## src/rtl/idle_rst_pkg.sv

```systemverilog
package idle_rst_pkg;

   // power state of the core clock gate
   typedef enum logic [1:0] {
      PWR_RUN  = 2'd0,
      PWR_PEND = 2'd1,
      PWR_IDLE = 2'd2
   } pwr_state_e;

endpackage

```

## src/rtl/mc_phase_gen.sv

```systemverilog
module mc_phase_gen #(
   parameter int CLKS = 4
) (
   input  logic clk_i,
   input  logic por_i,
   input  logic hold_i,
   output logic tick_o
);

   generate
      if (CLKS < 1) begin : g_bad_clks
         $error("mc_phase_gen: CLKS must be at least 1");
      end

      if (CLKS == 1) begin : g_every
         assign tick_o = 1'b1;
      end else begin : g_count
         localparam int PW = $clog2(CLKS);
         localparam logic [PW-1:0] LAST = PW'(CLKS - 1);

         logic [PW-1:0] ph_q;

         always_ff @(posedge clk_i) begin
            if (por_i || hold_i) begin
               ph_q <= '0;
            end else if (ph_q == LAST) begin
               ph_q <= '0;
            end else begin
               ph_q <= ph_q + 1'b1;
            end
         end

         assign tick_o = (ph_q == LAST);


         tick_single_chk: assert property (@(posedge clk_i) disable iff (por_i)
            tick_o |=> !tick_o);


         hold_clears_phase_chk: assert property (@(posedge clk_i) disable iff (por_i)
            hold_i |=> !tick_o);
      end
   endgenerate

endmodule

```

## src/rtl/rst_pin_qual.sv

```systemverilog
module rst_pin_qual #(
   parameter int QUAL = 8
) (
   input  logic clk_i,
   input  logic por_i,
   input  logic pin_i,
   output logic valid_o
);

   localparam int HW = $clog2(QUAL + 1);
   localparam logic [HW-1:0] FULL = HW'(QUAL);

   logic [HW-1:0] hi_q;

   generate
      if (QUAL < 1) begin : g_bad_qual
         $error("rst_pin_qual: QUAL must be at least 1");
      end
   endgenerate

   always_ff @(posedge clk_i) begin
      if (por_i || !pin_i) begin
         hi_q <= '0;
      end else if (hi_q != FULL) begin
         hi_q <= hi_q + 1'b1;
      end
   end

   assign valid_o = (hi_q == FULL);


   low_restarts_chk: assert property (@(posedge clk_i) disable iff (por_i)
      !pin_i |=> !valid_o);


   valid_needs_pin_chk: assert property (@(posedge clk_i) disable iff (por_i)
      valid_o |-> $past(pin_i));

endmodule

```

## src/rtl/wdt_rst_delay.sv

```systemverilog
module wdt_rst_delay #(
   parameter int DELAY = 512
) (
   input  logic clk_i,
   input  logic por_i,
   input  logic rst_i,
   input  logic timeout_i,
   input  logic clear_i,
   output logic fire_o
);

   localparam int CW = $clog2(DELAY);
   localparam logic [CW-1:0] LOAD = CW'(DELAY - 1);

   logic          armed_q;
   logic [CW-1:0] cnt_q;

   generate
      if (DELAY < 2) begin : g_bad_delay
         $error("wdt_rst_delay: DELAY must be at least 2");
      end
   endgenerate

   always_ff @(posedge clk_i) begin
      if (por_i) begin
         armed_q <= 1'b0;
         cnt_q   <= '0;
      end else if (rst_i || clear_i) begin
         armed_q <= 1'b0;
      end else if (timeout_i) begin
         armed_q <= 1'b1;
         cnt_q   <= LOAD;
      end else if (armed_q) begin
         if (cnt_q == '0) begin
            armed_q <= 1'b0;
         end else begin
            cnt_q <= cnt_q - 1'b1;
         end
      end
   end

   assign fire_o = armed_q && (cnt_q == '0) && !clear_i;


   clear_cancels_chk: assert property (@(posedge clk_i) disable iff (por_i)
      clear_i |=> !fire_o);


   no_early_fire_chk: assert property (@(posedge clk_i) disable iff (por_i)
      (timeout_i && !clear_i && !rst_i) |=> !fire_o);

endmodule

```

## src/rtl/rst_stretch.sv

```systemverilog
module rst_stretch #(
   parameter int HOLD = 4
) (
   input  logic clk_i,
   input  logic por_i,
   input  logic src_i,
   output logic rst_o
);

   localparam int HW = $clog2(HOLD + 1);
   localparam logic [HW-1:0] FULL = HW'(HOLD);
   localparam logic [HW-1:0] ONE  = HW'(1);

   logic          rst_q;
   logic [HW-1:0] cnt_q;

   generate
      if (HOLD < 1) begin : g_bad_hold
         $error("rst_stretch: HOLD must be at least 1");
      end
   endgenerate

   always_ff @(posedge clk_i) begin
      if (por_i || src_i) begin
         rst_q <= 1'b1;
         cnt_q <= FULL;
      end else if (cnt_q > ONE) begin
         cnt_q <= cnt_q - 1'b1;
      end else begin
         rst_q <= 1'b0;
         cnt_q <= '0;
      end
   end

   assign rst_o = rst_q;


   src_asserts_chk: assert property (@(posedge clk_i) disable iff (por_i)
      src_i |=> rst_o);


   release_quiet_chk: assert property (@(posedge clk_i) disable iff (por_i)
      $fell(rst_o) |-> !$past(src_i));

endmodule

```

## src/rtl/idle_state_ctrl.sv

```systemverilog
module idle_state_ctrl
   import idle_rst_pkg::*;
(
   input  logic clk_i,
   input  logic por_i,
   input  logic rst_i,
   input  logic set_i,
   input  logic done_i,
   input  logic wake_req_i,
   output logic idle_o,
   output logic wake_o
);

   pwr_state_e st_q;
   logic       wake_q;

   always_ff @(posedge clk_i) begin
      if (por_i) begin
         st_q   <= PWR_RUN;
         wake_q <= 1'b0;
      end else begin
         wake_q <= 1'b0;
         if (rst_i) begin
            st_q <= PWR_RUN;
         end else begin
            case (st_q)
               PWR_RUN:  if (set_i)  st_q <= PWR_PEND;
               PWR_PEND: if (done_i) st_q <= PWR_IDLE;
               PWR_IDLE: if (wake_req_i) begin
                  st_q   <= PWR_RUN;
                  wake_q <= 1'b1;
               end
               default:  st_q <= PWR_RUN;
            endcase
         end
      end
   end

   assign idle_o = (st_q == PWR_IDLE);
   assign wake_o = wake_q;


   entry_on_done_chk: assert property (@(posedge clk_i) disable iff (por_i)
      $rose(idle_o) |-> $past(done_i));


   wake_exits_chk: assert property (@(posedge clk_i) disable iff (por_i)
      (idle_o && wake_req_i && !rst_i) |=> (!idle_o && wake_o));


   reset_exits_chk: assert property (@(posedge clk_i) disable iff (por_i)
      rst_i |=> (!idle_o && !wake_o));

endmodule

```

## src/rtl/idle_rst_ctrl.sv

```systemverilog
module idle_rst_ctrl #(
   parameter int CLKS_PER_MC   = 4,
   parameter int RST_QUAL_MC   = 2,
   parameter int WDT_RST_DELAY = 512
) (
   input  logic clk_i,
   input  logic por_i,
   input  logic rst_pin_i,
   input  logic idle_set_i,
   input  logic instr_done_i,
   input  logic irq_i,
   input  logic wdt_timeout_i,
   input  logic wdt_clear_i,
   output logic core_ce_o,
   output logic periph_ce_o,
   output logic strobe_hold_o,
   output logic idle_o,
   output logic wake_o,
   output logic rst_o
);

   localparam int QUAL = CLKS_PER_MC * RST_QUAL_MC;
   localparam int HOLD = CLKS_PER_MC;

   generate
      if (CLKS_PER_MC < 1 || RST_QUAL_MC < 1) begin : g_bad_cfg
         $error("idle_rst_ctrl: machine cycle and qualify length must be positive");
      end
   endgenerate

   logic tick;
   logic pin_valid;
   logic wdt_fire;
   logic rst_src;
   logic idle_q;

   mc_phase_gen #(.CLKS(CLKS_PER_MC)) u_phase (
      .clk_i  (clk_i),
      .por_i  (por_i),
      .hold_i (rst_o),
      .tick_o (tick)
   );

   rst_pin_qual #(.QUAL(QUAL)) u_pin (
      .clk_i   (clk_i),
      .por_i   (por_i),
      .pin_i   (rst_pin_i),
      .valid_o (pin_valid)
   );

   wdt_rst_delay #(.DELAY(WDT_RST_DELAY)) u_wdt (
      .clk_i     (clk_i),
      .por_i     (por_i),
      .rst_i     (rst_o),
      .timeout_i (wdt_timeout_i),
      .clear_i   (wdt_clear_i),
      .fire_o    (wdt_fire)
   );

   assign rst_src = pin_valid | wdt_fire;

   rst_stretch #(.HOLD(HOLD)) u_hold (
      .clk_i (clk_i),
      .por_i (por_i),
      .src_i (rst_src),
      .rst_o (rst_o)
   );

   idle_state_ctrl u_idle (
      .clk_i      (clk_i),
      .por_i      (por_i),
      .rst_i      (rst_o),
      .set_i      (idle_set_i),
      .done_i     (instr_done_i),
      .wake_req_i (irq_i | wdt_timeout_i),
      .idle_o     (idle_q),
      .wake_o     (wake_o)
   );

   assign idle_o        = idle_q;
   assign strobe_hold_o = idle_q;
   assign periph_ce_o   = tick;
   assign core_ce_o     = tick & ~idle_q & ~rst_o;

endmodule

```

## config.mk

```make
export PLATFORM = sky130hd
export DESIGN_NAME = idle_rst_ctrl
export DESIGN_NICKNAME = d
export VERILOG_FILES = /design/src/rtl/idle_rst_pkg.sv /design/src/rtl/mc_phase_gen.sv /design/src/rtl/rst_pin_qual.sv /design/src/rtl/wdt_rst_delay.sv /design/src/rtl/rst_stretch.sv /design/src/rtl/idle_state_ctrl.sv /design/src/rtl/idle_rst_ctrl.sv
export SDC_FILE = /design/constraint.sdc
export NUM_CORES = 1
export LEC_CHECK = 0
export BUFFER_PORTS_ARGS = -buffer_cell sky130_fd_sc_hd__clkbuf_2
export CORE_MARGIN = 2
export CORE_UTILIZATION = 45
export CTS_CLUSTER_DIAMETER = 30
export DETAILED_ROUTE_END_ITERATION = 12
export PLACE_DENSITY = 0.71
export SYNTH_ARGS = -nofsm -noshare
export SYNTH_HDL_FRONTEND = slang
export SYNTH_SLANG_ARGS = --single-unit
```

## constraint.sdc

```tcl
create_clock -name clk_i -period 2.88 [get_ports clk_i]
set_input_delay 0.144 -clock clk_i [delete_from_list [all_inputs] [get_ports clk_i]]
set_output_delay 0.144 -clock clk_i [all_outputs]
set_load 0.05 [all_outputs]
```

* Yosys cells after proc, flatten, opt, wreduce, memory -nomap -nowiden
Index checks and enable logic that the tools add are counted.
** Word-level totals
- Bits in read-only memories :: 0
- Logic and storage cells :: 61
- Register bits :: 23
- Bits in latches :: 0
- Output and inout bits :: 6
- Bits in writable memories :: 0
- Input port bits :: 8
- Memories kept :: 0
** Cells by class
- Bitwise logic cells :: 8
- Shift-type cells :: 0
- Eq/ne operators :: 9
- Add/subtract/negate cells :: 4
- Reductions and logical operators :: 18
- Multipliers :: 0
- Multiplexer cells :: 12
- Order comparisons :: 1
- Div/mod/pow operators :: 0
** Operators by type and width (count)
- 9-bit two-way mux :: 3
- 9-bit zero test :: 1
- 9-bit by 1-bit subtractor with 9-bit output (second input constant) :: 1
- 2-bit OR reduction :: 4
- 2-bit two-way mux :: 3
- 2-bit != test (second input constant) :: 3
- 2-bit one-hot mux with 3 select lines :: 1
- 3-bit AND reduction :: 2
- 4-bit by 1-bit adder with 4-bit output (second input constant) :: 1
- 2-bit == test (second input constant) :: 2
- 4-bit == test (second input constant) :: 1
- 1-bit logical OR :: 4
- 1-bit two-way mux :: 4
- 4-bit != test (second input constant) :: 1
- 1-bit inverter :: 4
- 3-bit by 1-bit > comparator with 1-bit output (second input constant) :: 1
- 3-bit two-way mux :: 1
- 3-bit OR reduction :: 1
- 3-bit by 1-bit subtractor with 3-bit output (second input constant) :: 1
- 2-bit by 1-bit adder with 2-bit output (second input constant) :: 1
- 1-bit AND :: 2
- 2-bit by 1-bit == test with 1-bit output (second input constant) :: 1
- 1-bit logical AND :: 2
- 1-bit zero test :: 2
- other kinds (4) :: 5

* Longest topological paths before layout
Gate-level depths: netlist (run 1).
- Depth in word-level cells :: 6
- Mapped depth :: 6
- Mapped depth without buffers :: 6

* Cells and area by module
A second synthesis (run 1) with hierarchy kept.
** Unflattened totals
- Cells, all modules :: 121
- Area total of the unflattened synthesis :: 1234.9 um2
** By module, submodules not included
- wdt_rst_delay :: area an instance 540.5 um2, sequential area each 200.2 um2, times used 1, cells an instance 59
- rst_pin_qual :: area an instance 247.7 um2, sequential area each 80.1 um2, times used 1, cells an instance 22
- rst_stretch :: area an instance 198.9 um2, sequential area each 80.1 um2, times used 1, cells an instance 19
- idle_state_ctrl :: area an instance 135.1 um2, sequential area each 60.1 um2, times used 1, cells an instance 12
- mc_phase_gen :: area an instance 80.1 um2, sequential area each 40.0 um2, times used 1, cells an instance 5
- idle_rst_ctrl :: area an instance 32.5 um2, sequential area each 0.0 um2, times used 1, cells an instance 4

* Worst setup path after synthesis (run 1)
No wires, ideal clock.
- Path kind :: register to output
- From :: register u_phase.g_count.ph_q[0]
- To :: output core_ce_o
- Slack :: 0.689 ns
- Cell stages (with the launch flop) :: 3
- Path buffers :: 0
- Data arrival time :: 2.047 ns
- Required time :: 2.736 ns
- Cells stage by stage :: dfxtp_1 > ha_1 > nor3b_1
** Between the ends
- Longest elaborated chain between the ends :: 3
** Ends and longest elaborated chain
- start, declared :: RTL line mc_phase_gen.sv:21 : logic [PW-1:0] ph_q;
- start signal, assigned :: RTL line mc_phase_gen.sv:29 : ph_q <= ph_q + 1'b1;
- 2-bit == test :: RTL line mc_phase_gen.sv:33 : assign tick_o = (ph_q == LAST);
- net periph_ce_o :: RTL line idle_rst_ctrl.sv:15 : output logic periph_ce_o,
- 1-bit AND (2 in series) :: RTL line idle_rst_ctrl.sv:83 : assign core_ce_o = tick & ~idle_q & ~rst_o;
- end, declared :: RTL line idle_rst_ctrl.sv:14 : output logic core_ce_o,
The timed path passes the listed nets, and every way through them passes these cells.

* Final worst setup path (run 1)
- From :: register u_wdt.cnt_q[0]
- To :: register u_wdt.cnt_q[7]
** Between the ends
- Longest elaborated chain between the ends :: 4
- Elaborated cells between the ends (all ways) :: 7
- Classes of those cells :: 1 x add/sub; 1 x eq/ne; 3 x mux; 2 x reduce/logical
** Ends and longest elaborated chain
- start, declared :: RTL line wdt_rst_delay.sv:16 : logic [CW-1:0] cnt_q;
- start signal, assigned :: RTL line wdt_rst_delay.sv:37 : cnt_q <= cnt_q - 1'b1;
- 9-bit by 1-bit subtractor with 9-bit output :: RTL line wdt_rst_delay.sv:37
- 9-bit two-way mux :: RTL line wdt_rst_delay.sv:34 : if (cnt_q == '0) begin
- 9-bit two-way mux :: RTL line wdt_rst_delay.sv:33 : end else if (armed_q) begin
- 9-bit two-way mux :: RTL line wdt_rst_delay.sv:30 : end else if (timeout_i) begin
Parallel ways exist; a longest one is shown, timed or not. The select of a mux whose other input is x is not followed.
A chain may end at the register's enable or synchronous reset.

==> summary.md, run 1 <==
| Metric | Value |
|---|---|
| Sw Ratio | `36.2%` |
| Post-synthesis sequential area ratio | `39.3%` |
| Most used DFF post-synth | `dfxtp_1` |
| Fin crit period | `1790 ps` |
| Synthesized flop and latch total | `23` |
| Drt pass-1 iters | `4` |
| YS warnings | `0` |
| Clk_lat worst skew | `310 ps` |
| Leakage | `0.491 nW` |
| Postcts setup bufs | `0` |
| Post-Route WL | `2390 um` |
| Synth Area per Inst | `8.81 um2` |
| First-pass GRT wire length | `4000 um` |
| RSZ-0062 raised after global routing | `no` |
| Internal | `0.495 mW` |
| Core area | `2480 um2` |
| Final instance area | `1270 um2` |
| Initial core utilization | `47.3%` |
| # hold bufs at CTS | `0` |
| FP Rows | `18` |
| Synth unique cells | `41` |
| Placed insts | `170` |
| Startpoint Class | `register` |
| Met2 usage | `32.9%` |
| Gpl congestion | `0.833` |
| DR vias/cell | `5.77` |
| Share of cells above drive strength 1 | `16.7%` |
| Max-cap violations | `0` |
| Routing usage on met1 | `20.3%` |
| Peak-usage layer in the global routing report | `met2` |
| Ys async rst share | `0%` |
| Vias in the first global route | `954` |
| Critical path start-end classification | `reg2reg` |
| Worst Path Max Fanout | `5` |
| Worst Skew | `0.886 ps` |
| Status | `complete, no violations` |
| Crit path buf inv count | `1` |
| Clock Root Buffer | `clkbuf_4` |
| Worst Reg-to-Reg Cells | `6` |
| Initial antenna violation count | `0` |
| Die W | `55.0 um` |
| DRT iter0 DRCs | `24` |
| Antenna Cells | `0` |
| Gr usage total | `18.1%` |
| Drt wl/cell | `13.7 um` |
| Synthesized Nets | `147` |
| Syn Inst Count | `133` |
| Fin crit share | `62.3%` |
| Final Hold Vio Count | `0` |
| HP Class | `in2reg` |
| Crit-path max cell delay | `430 ps` |
| Critical path required time | `3100 ps` |
| CTS tree | `done` |
| Setup TNS | `0 ps` |
| Fmax | `0.557 GHz` |
| Worst Hold Depth | `3` |
| Final Util | `51.5%` |
| P&R area growth vs syn | `8.87%` |
| CP Depth | `6` |
| EDFF count, synth | `0` |
| PortBufs | `13` |
| Crit path DAT | `2020 ps` |
| Worst path slowest cell | `dfxtp_1` |
| Number of gates resized after CTS | `0` |
| Top Ports | `14` |
| Routing usage on met3 | `3.49%` |
| Total CTS buffers | `3` |
| Sw Pwr | `0.281 mW` |
| Mapped cell area | `1170 um2` |
| Finished Layout Cells | `174` |
| PD cells | `608 nW/um2` |
| Leading cell types in the layout, fill and taps excluded | `dfxtp_1, nor2_1, clkbuf_2, inv_1, nor3_1` |
| Fin. max-slew vios | `0` |
| Die H | `55.0 um` |
| Peak VDD IR | `0.338 mV` |
| DP HPWL | `1720 um` |
| Register clock-pin slew on the reported worst setup and hold paths | `130 ps` |
| Final layout net count | `159` |
| Most common cell after layout, fill and taps aside | `dfxtp_1` |
| Die ar. | `3030 um2` |
| Via count | `1004` |
| Worst-margin pin slew | `706 ps` |
| Routed Antenna Nets | `0` |
| Worst path top cell family by delay | `compound AO/OA/AOI/OAI gates` |
| CTS HTree Levels | `1` |
| Comb power frac | `27.9%` |
| Endpoints failing setup | `0` |
| Largest net degree at the start of global routing | `19` |
| Remaining DRCs | `0` |
| Placed Area | `1240 um2` |
| Power share of the sequential group | `52.1%` |
| Clk network pwr share | `20.0%` |
| Worst rel slew slack | `52.3%` |
| Deepest clock path buffer count | `2` |
| Grt total ovfl | `0` |
| Clk sinks | `23` |
| CP cell instances | `inv_1 -> ha_1 -> nor3b_2 -> a31o_2 -> or2_1 -> a2111oi_2` |
| Setup crit end kind | `register` |
-- Yosys cell counts, types with 4 or more instances --
cell type / n / area, um2
nor4_1: 4 / 25.0
a21oi_1: 5 / 25.0
dfxtp_1: 23 / 460
o21ai_0: 4 / 20.0
nor2_1: 13 / 48.8
nand2_1: 5 / 18.8
nor4b_1: 4 / 35.0
nor3_1: 11 / 55.1
ha_1: 6 / 75.1
inv_1: 12 / 45.0
-- per-stage QoR --
stage	hold slack, ps	power, mW	worst slack [ps]
global route	120	0.826	942
detailed placement	431	0.622	1120
finish	125	0.775	1090
global placement	414	0.604	1180
CTS	126	0.776	1090
floorplan	345	0.571	689
-- flip-flops by register name (all words and copies together) (netlist names) --
| register | count |
|---|---|
| u_wdt.cnt_q | 9 |
| u_idle.st_q | 2 |
| u_hold.cnt_q | 3 |
| u_wdt.armed_q | 1 |
| u_idle.wake_o | 1 |
| u_pin.hi_q | 4 |
| u_phase.g_count.ph_q | 2 |
| u_hold.rst_o | 1 |
-- power groups by stage --
stage	clock [mW]	sequential (mW)	combinational, mW
floorplan	0	0.406	0.165
global placement	0	0.405	0.200
detailed placement	0	0.408	0.214
CTS	0.160	0.401	0.215
global route	0.167	0.412	0.248
finish	0.155	0.404	0.216
-- tightest hold or removal path, cell delays in order --
cell and delay (ps):
clkbuf_2 80, mux2i_1 120, nor4_1 60
-- final timing paths --
kind / to / from / slack, ps
setup / recovery: u_wdt.cnt_q[7] / u_wdt.cnt_q[0] / 1090
hold / removal: u_idle.st_q[0] / idle_set_i / 120
setup reg to reg: u_wdt.cnt_q[7] / u_wdt.cnt_q[0] / 1090
hold reg to reg: u_phase.g_count.ph_q[0] / u_phase.g_count.ph_q[0] / 450
-- cell type report --
| cell class | count | area (um2) |
|---|---|---|
| Clock buffer | 3 | 22.5 |
| Fill cell | 244 | 1200 |
| Sequential cell | 23 | 460 |
| Tap cell | 30 | 37.5 |
| Inverter | 12 | 45.0 |
| Clock inverter | 1 | 7.51 |
| Multi-Input combinational cell | 92 | 637 |
| Timing Repair Buffer | 13 | 65.1 |
-- routing by layer --
metal / vias up / wire (um)
li1: 495 / -
met1: 482 / 1120
met2: 21 / 1140
met3: 6 / 92
met4: 0 / 31
met5: - / 0
-- kinds of logic (layout without fill, tap and decap cells) --
group | Yosys count | after routing | share of synthesized area [%]
XOR/XNOR | 3 | 3 | 2.24
AO/OA/AOI/OAI | 23 | 23 | 14.0
buffers and inverters | 18 | 29 | 6.30
multiplexers | 2 | 2 | 1.71
AND/OR/NAND/NOR | 58 | 58 | 30.0
adder cells (fa/ha/maj) | 6 | 6 | 6.41
flip-flops | 23 | 23 | 39.3
Note: power is estimated with default switching activity, not from simulation.
==> run 2: changes to the inputs <==
--- a/config.mk
+++ b/config.mk
@@ -10,7 +10,7 @@
 export CORE_UTILIZATION = 45
 export CTS_CLUSTER_DIAMETER = 30
 export DETAILED_ROUTE_END_ITERATION = 12
-export PLACE_DENSITY = 0.71
+export PLACE_DENSITY = 0.74
 export SYNTH_ARGS = -nofsm -noshare
 export SYNTH_HDL_FRONTEND = slang
 export SYNTH_SLANG_ARGS = --single-unit
==> constraint.sdc (replaced) <==
create_clock -name clk_i -period 1.6 [get_ports clk_i]
set_input_delay 0.08 -clock clk_i [delete_from_list [all_inputs] [get_ports clk_i]]
set_output_delay 0.08 -clock clk_i [all_outputs]
set_load 0.05 [all_outputs]
==> summary.md, run 2 (synthesis results as in run 1) <==
| Metric | Value |
|---|---|
| Setup crit end kind | `register (unchanged)` |
| Critical path start-end classification | `reg2reg (unchanged)` |
| Drt pass-1 iters | `4 (unchanged)` |
| Worst path slowest cell | `dfxtp_2 (was dfxtp_1)` |
| Register area | `463 um2 (was 460 um2)` |
| Largest regs | `u_wdt.cnt_q: 9 flops, u_pin.hi_q: 4 flops, u_hold.cnt_q: 3 flops (unchanged)` |
| Gpl congestion | `0.881 (was 0.833)` |
| Routed Antenna Nets | `0 (unchanged)` |
| Reg-to-reg setup timing slack | `60 ps (was 1090 ps)` |
| P&R area growth vs syn | `23.1% (was 8.87%)` |
| Power share of the sequential group | `46.9% (was 52.1%)` |
| Worst Skew | `3.37 ps (was 0.886 ps)` |
| Initial antenna violation count | `0 (unchanged)` |
| FP Rows | `18 (unchanged)` |
| Sw Pwr | `0.532 mW (was 0.281 mW)` |
| DRT iter0 DRCs | `20 (was 24)` |
| Final layout net count | `173 (was 159)` |
| HP Class | `in2reg (unchanged)` |
| Worst Path Max Fanout | `6 (was 5)` |
| Deepest clock path buffer count | `2 (unchanged)` |
| Fin crit share | `96.3% (was 62.3%)` |
| CTS tree | `done (unchanged)` |
| Drt wl/cell | `13.2 um (was 13.7 um)` |
| Fin crit period | `1540 ps (was 1790 ps)` |
| Vias in the first global route | `954 (unchanged)` |
| Clk_lat worst skew | `320 ps (was 310 ps)` |
| Clock Root Buffer | `clkbuf_4 (unchanged)` |
| Status | `complete, no violations (unchanged)` |
| Critical path required time | `1820 ps (was 3100 ps)` |
| PortBufs | `13 (unchanged)` |
| Endpoints failing setup | `0 (unchanged)` |
| Final Hold Vio Count | `0 (unchanged)` |
| Gr usage total | `18.5% (was 18.1%)` |
| Die H | `55.0 um (unchanged)` |
| Comb power frac | `34.6% (was 27.9%)` |
| Share of cells above drive strength 1 | `29.7% (was 16.7%)` |
| Worst Hold Depth | `3 (unchanged)` |
| Largest net degree at the start of global routing | `19 (unchanged)` |
| Die W | `55.0 um (unchanged)` |
| Multi-input gate area | `698 um2 (was 637 um2)` |
| Placed insts | `179 (was 170)` |
| Crit-path max cell delay | `350 ps (was 430 ps)` |
| Filler Cell Count | `220 (was 244)` |
| Register clock-pin slew on the reported worst setup and hold paths | `130 ps (about the same)` |
| Grt total ovfl | `0 (unchanged)` |
| Worst Reg-to-Reg Cells | `7 (was 6)` |
| Most common cell after layout, fill and taps aside | `dfxtp_1 (unchanged)` |
| Core area | `2480 um2 (unchanged)` |
| Peak VDD IR | `0.837 mV (was 0.338 mV)` |
| Internal | `0.977 mW (was 0.495 mW)` |
| Remaining DRCs | `0 (unchanged)` |
| Crit path DAT | `1760 ps (was 2020 ps)` |
| Max-cap violations | `0 (unchanged)` |
| CP cell instances | `inv_1 -> ha_2 -> nor3b_2 -> buf_4 -> nand3_4 -> a311oi_1 -> nor4_1 (was inv_1 -> ha_1 -> nor3b_2 -> a31o_2 -> or2_1 -> a2111oi_2)` |
| Reg2reg start | `u_wdt.cnt_q[1] (was u_wdt.cnt_q[0])` |
| Top Ports | `14 (unchanged)` |
| Leakage | `0.576 nW (was 0.491 nW)` |
| Clk network pwr share | `18.5% (was 20.0%)` |
| R2r endpoint | `u_wdt.cnt_q[3] (was u_wdt.cnt_q[7])` |
| Fmax | `0.649 GHz (was 0.557 GHz)` |
| Antenna Cells | `0 (unchanged)` |
| First-pass GRT wire length | `3910 um (was 4000 um)` |
| Sw Ratio | `35.2% (was 36.2%)` |
| Post-Route WL | `2480 um (was 2390 um)` |
| Leading cell types in the layout, fill and taps excluded | `dfxtp_1, buf_4, nor2_1, clkbuf_2, inv_1 (was dfxtp_1, nor2_1, clkbuf_2, inv_1, nor3_1)` |
| RSZ-0062 raised after global routing | `yes (was no)` |
| Finished Layout Cells | `188 (was 174)` |
| Total CTS buffers | `3 (unchanged)` |
| Worst-margin pin slew | `390 ps (was 706 ps)` |
| Initial core utilization | `47.3% (unchanged)` |
| DP HPWL | `1790 um (was 1720 um)` |
| Total power draw | `1.51 mW (was 0.775 mW)` |
| Clk sinks | `23 (unchanged)` |
| Die ar. | `3030 um2 (unchanged)` |
| Worst path top cell family by delay | `simple AND/OR/NAND/NOR gates (was compound AO/OA/AOI/OAI gates)` |
| Max FFs per register | `9 (unchanged)` |
| Largest Register | `u_wdt.cnt_q (unchanged)` |
| PD cells | `1050 nW/um2 (was 608 nW/um2)` |
| Worst rel slew slack | `74.0% (was 52.3%)` |
| Via count | `1065 (was 1004)` |
| Fin. max-slew vios | `0 (unchanged)` |
| Hold path start | `rst_pin_i (was idle_set_i)` |
| DR vias/cell | `5.66 (was 5.77)` |
| Hold Path End | `u_pin.hi_q[0] (was u_idle.st_q[0])` |
| CTS HTree Levels | `1 (unchanged)` |
| Startpoint Class | `register (unchanged)` |
| Crit path buf inv count | `2 (was 1)` |
run 2: changes by cell type in the layout (fill, tap and decap cells not counted), sizes merged:
cell,before,now
clkinvlp,1,0
clkinv,0,1
buf,0,14
run 2: layout make-up:
class,count,share of cell area (%)
clock inverters,1,0.347
inverters,12,3.13
flip-flops and latches,23,32.1
well taps,30,2.60
clock buffers,3,1.56
repair buffers,27,11.8
multi-input cells,92,48.4
run 2: per-layer routing:
metal | up-vias | global-route usage [%] | part of all wire [%]
met4 | 0 | 10.6 | 2.3
met1 | 505 | 19.7 | 45
met2 | 25 | 33.3 | 49
li1 | 530 | - | -
met5 | - | 0 | 0
met3 | 5 | 4.03 | 3.9
run 2: metrics by stage:
stage / TNS [ps] / util (%) / instance area [um2] / hold WS [ps] / setup WS [ps]
6_report: 0 / 58.2 / 1440 / 52.3 / 59.9
5_1_grt: -62.0 / 58.2 / 1440 / 47.8 / -32.1
4_1_cts: 0 / 55.6 / 1380 / 39.5 / 15.2
3_5_place_dp: -1.95 / 53.6 / 1330 / 407 / -1.95
3_3_place_gp: 0 / 53.6 / 1330 / 387 / 49.4
2_1_floorplan: -71.6 / - / 1190 / 281 / -57.1
run 2: what timing repair did:
item / in CTS / in global routing
gates resized for setup: 2 / 6
hold buffers: 0 / 0
pin swaps: 4 / 2
hold endpoints to repair: 0 / 0
endpoints found under the setup margin: 1 / 13
setup buffers: 2 / 3
run 2: power groups by stage:
stage / Sequential, mW / Clock, mW / Combinational [mW]
2_1_floorplan: 0.731 / 0 / 0.301
3_3_place_gp: 0.712 / 0 / 0.431
3_5_place_dp: 0.716 / 0 / 0.454
4_1_cts: 0.704 / 0.289 / 0.465
5_1_grt: 0.721 / 0.313 / 0.587
6_report: 0.708 / 0.279 / 0.522
run 2: worst max path at each step:
| stage | cells past startpoint | start | slack, ps | end |
|---|---|---|---|---|
| floorplan | 2 | u_phase.g_count.ph_q[0] | -60 | core_ce_o |
| global placement | 6 | u_wdt.cnt_q[0] | 50 | u_wdt.cnt_q[7] |
| detailed placement | 6 | u_wdt.cnt_q[1] | -2 | u_wdt.cnt_q[7] |
| CTS | 5 | u_wdt.cnt_q[0] | 20 | u_wdt.cnt_q[7] |
| global route | 7 | u_wdt.cnt_q[1] | -30 | u_wdt.cnt_q[5] |
| finish | 7 | u_wdt.cnt_q[1] | 60 | u_wdt.cnt_q[3] |
run 2: worst min-delay path: stages:
cell and delay (ps):
clkbuf_2 80, nand2b_1 120, nor2_1 60
==> run 3: changes to the inputs <==
--- a/config.mk
+++ b/config.mk
@@ -10,7 +10,8 @@
 export CORE_UTILIZATION = 45
 export CTS_CLUSTER_DIAMETER = 30
 export DETAILED_ROUTE_END_ITERATION = 12
-export PLACE_DENSITY = 0.74
+export PLACE_DENSITY = 0.73
 export SYNTH_ARGS = -nofsm -noshare
 export SYNTH_HDL_FRONTEND = slang
+export SYNTH_HIERARCHICAL = 1
 export SYNTH_SLANG_ARGS = --single-unit
==> summary.md, run 3 <==
| Metric | Value |
|---|---|
| Worst path top cell family by delay | `simple AND/OR/NAND/NOR gates (unchanged)` |
| Drt wl/cell | `14.7 um (was 13.2 um)` |
| Largest net degree at the start of global routing | `17 (was 19)` |
| Mapped cell area | `1230 um2 (was 1170 um2)` |
| Clock Root Buffer | `clkbuf_4 (unchanged)` |
| Die H | `56.4 um (was 55.0 um)` |
| Critical path required time | `1840 ps (was 1820 ps)` |
| Status | `finished with violations (was complete, no violations)` |
| Fin crit period | `1620 ps (was 1540 ps)` |
| Total CTS buffers | `3 (unchanged)` |
| Final Hold Vio Count | `0 (unchanged)` |
| PD cells | `1110 nW/um2 (was 1050 nW/um2)` |
| Share of cells above drive strength 1 | `47.1% (was 29.7%)` |
| DR vias/cell | `5.75 (was 5.66)` |
| Fmax | `0.615 GHz (was 0.649 GHz)` |
| Drt pass-1 iters | `4 (unchanged)` |
| RSZ-0062 raised after global routing | `yes (unchanged)` |
| Worst Skew | `6.02 ps (was 3.37 ps)` |
| Largest regs | `u_wdt/cnt_q: 9 flops, u_pin/hi_q: 4 flops, u_hold/cnt_q: 3 flops (was u_wdt.cnt_q: 9 flops, u_pin.hi_q: 4 flops, u_hold.cnt_q: 3 flops)` |
| First-pass GRT wire length | `4640 um (was 3910 um)` |
| Endpoints failing setup | `2 (was 0)` |
| Yosys top cell by area | `dfxtp_1 (unchanged)` |
| Synth Area per Inst | `10.2 um2 (was 8.81 um2)` |
| Setup TNS | `-27.9 ps (was 0 ps)` |
| Top Ports | `14 (unchanged)` |
| Deepest clock path buffer count | `2 (unchanged)` |
| Synthesized flop and latch total | `23 (unchanged)` |
| Multi-input gate area | `826 um2 (was 698 um2)` |
| HP Class | `in2reg (unchanged)` |
| Register area | `469 um2 (was 463 um2)` |
| Gpl congestion | `0.767 (was 0.881)` |
| Fin crit share | `102% (was 96.3%)` |
| Fin. max-slew vios | `0 (unchanged)` |
| CP most frequent cell | `buf_4` |
| PortBufs | `13 (unchanged)` |
| Setup crit end kind | `register (unchanged)` |
| Leading cell types in the layout, fill and taps excluded | `buf_4, dfxtp_1, clkbuf_2, inv_1, nor3_1 (was dfxtp_1, buf_4, nor2_1, clkbuf_2, inv_1)` |
| Max-cap violations | `0 (unchanged)` |
| Hold WS | `62.7 ps (was 52.3 ps)` |
| Worst-margin pin slew | `415 ps (was 390 ps)` |
| Initial core utilization | `48.5% (was 47.3%)` |
| DP HPWL | `1810 um (was 1790 um)` |
| Count leader, synth | `dfxtp_1 (unchanged)` |
| Failing checks | `negative setup slack` |
| CTS tree | `done (unchanged)` |
| CP cell instances | `inv_2 -> ha_4 -> nor4b_4 -> buf_4 -> buf_4 -> nor2b_2 -> and3_4 -> nor4_4 (was inv_1 -> ha_2 -> nor3b_2 -> buf_4 -> nand3_4 -> a311oi_1 -> nor4_1)` |
| Synth top area cells | `dfxtp_1, ha_1, nor4b_4 (was dfxtp_1, ha_1, nor3_1)` |
| Largest Register | `u_wdt/cnt_q (was u_wdt.cnt_q)` |
| Crit-path max cell delay | `360 ps (was 350 ps)` |
| Die ar. | `3180 um2 (was 3030 um2)` |
| CTS HTree Levels | `1 (unchanged)` |
| YS warnings | `6 (was 0)` |
| Synth unique cells | `46 (was 41)` |
| Critical path start-end classification | `reg2reg (unchanged)` |
| Die W | `56.4 um (was 55.0 um)` |
| Worst path slowest cell | `dfxtp_2 (unchanged)` |
| Share of the synthesized area in the top cell type | `37.3% (was 39.3%)` |
| Final layout net count | `172 (was 173)` |
| Via count | `1076 (was 1065)` |
| Core area | `2540 um2 (was 2480 um2)` |
| Synthesized Nets | `135 (was 147)` |
| Peak VDD IR | `0.693 mV (was 0.837 mV)` |
| Max FFs per register | `9 (unchanged)` |
| Total power draw | `1.82 mW (was 1.51 mW)` |
| Worst rel slew slack | `72.3% (was 74.0%)` |
| Register clock-pin slew on the reported worst setup and hold paths | `130 ps (about the same)` |
| Initial antenna violation count | `0 (unchanged)` |
| Startpoint Class | `register (unchanged)` |
| Grt total ovfl | `0 (unchanged)` |
| Antenna Cells | `0 (unchanged)` |
| Post-Route WL | `2760 um (was 2480 um)` |
| Vias in the first global route | `1045 (was 954)` |
| Clk_lat worst skew | `320 ps (about the same)` |
| DRT iter0 DRCs | `31 (was 20)` |
| Worst Setup Slack, final | `-24.9 ps (was 59.9 ps)` |
| Most common cell after layout, fill and taps aside | `buf_4 (was dfxtp_1)` |
| Final Util | `64.6% (was 58.2%)` |
| Routed Antenna Nets | `0 (unchanged)` |
| Crit path buf inv count | `3 (was 2)` |
| Leakage | `0.643 nW (was 0.576 nW)` |
| Post-synthesis sequential area ratio | `37.3% (was 39.3%)` |
| Filler Cell Count | `211 (was 220)` |
| Clk sinks | `23 (unchanged)` |
| Worst Path Max Fanout | `3 (was 6)` |
| Gr usage total | `18.2% (was 18.5%)` |
| Remaining DRCs | `0 (unchanged)` |
| Ys async rst share | `0% (unchanged)` |
| Most used DFF post-synth | `dfxtp_1 (unchanged)` |
| Syn Inst Count | `121 (was 133)` |
| Crit path DAT | `1870 ps (was 1760 ps)` |
| EDFF count, synth | `0 (unchanged)` |
| P&R area growth vs syn | `33.0% (was 23.1%)` |
| Synth top cells by count | `dfxtp_1, inv_1, nor3_1, ha_1 (was dfxtp_1, nor2_1, inv_1, nor3_1, ha_1)` |
| FP Rows | `18 (unchanged)` |
==> run 3: through the flow <==
step,setup slack [ps],std cells,area [um2]
after floorplan,0.345,121,1250
after global placement,-20.6,175,1430
after detailed placement,-68.8,175,1430
after CTS,6.54,183,1530
after global routing,-86.1,187,1640
final,-24.9,187,1640
==> run 3: where the power goes <==
| group | total, mW | leakage [nW] | internal (mW) | switching, mW |
|---|---|---|---|---|
| Combinational | 0.794 | 0.440 | 0.380 | 0.414 |
| Clock | 0.279 | 0.0139 | 0.0955 | 0.184 |
| Sequential | 0.750 | 0.189 | 0.662 | 0.0877 |
| Total | 1.82 | 0.643 | 1.14 | 0.686 |
==> run 3: layout make-up <==
cell class | count | share of cell area, %
Sequential cell | 23 | 28.6
Clock buffer | 3 | 1.37
Clock inverter | 1 | 0.457
Timing Repair Buffer | 36 | 15.0
Inverter | 9 | 2.06
Multi-Input combinational cell | 85 | 50.3
Tap cell | 30 | 2.28
==> run 3: cells by family after synthesis <==
kind of cell | after synthesis | share of synthesized area, %
DFF | 23 | 37.3
buffers and inverters | 13 | 5.47
and+or+nand+nor | 51 | 31.4
adders and majority gates | 6 | 6.08
AOI/OAI and AO/OA | 24 | 16.6
xor gates and xnor gates | 1 | 0.709
muxes | 3 | 2.43
==> run 3: path summary, 6_finish.rpt <==
| path | slack (ps) | endpoint | start | depth (start not counted) |
|---|---|---|---|---|
| setup / recovery | -20 | u_wdt/cnt_q[6] | u_wdt/cnt_q[0] | 8 |
| hold / removal | 60 | u_pin/hi_q[2] | rst_pin_i | 2 |
| setup reg to reg | -20 | u_wdt/cnt_q[6] | u_wdt/cnt_q[0] | 8 |
| hold reg to reg | 440 | u_phase/g_count.ph_q[0] | u_phase/g_count.ph_q[0] | 1 |
==> run 3: repair_timing <==
| item | 4_1_cts | 5_1_grt |
|---|---|---|
| hold buffers | 1 | 1 |
| setup buffers | 2 | 3 |
| endpoints found under the hold margin | 1 | 1 |
| gates cloned | 1 | 0 |
| gates resized for setup | 9 | 18 |
| endpoints found under the setup margin | 5 | 11 |
| pin swaps | 3 | 9 |
==> run 3: per-layer routing <==
metal  share of wire [%]  routed length, um  track usage, %  vias up
met5                   0                  0               0        -
met4                 1.9                 53            8.16        0
met3                 5.8                161            3.46        7
met2                  49               1350            29.2       43
met1                  43               1190            23.5      498
li1                    -                  -               -      528
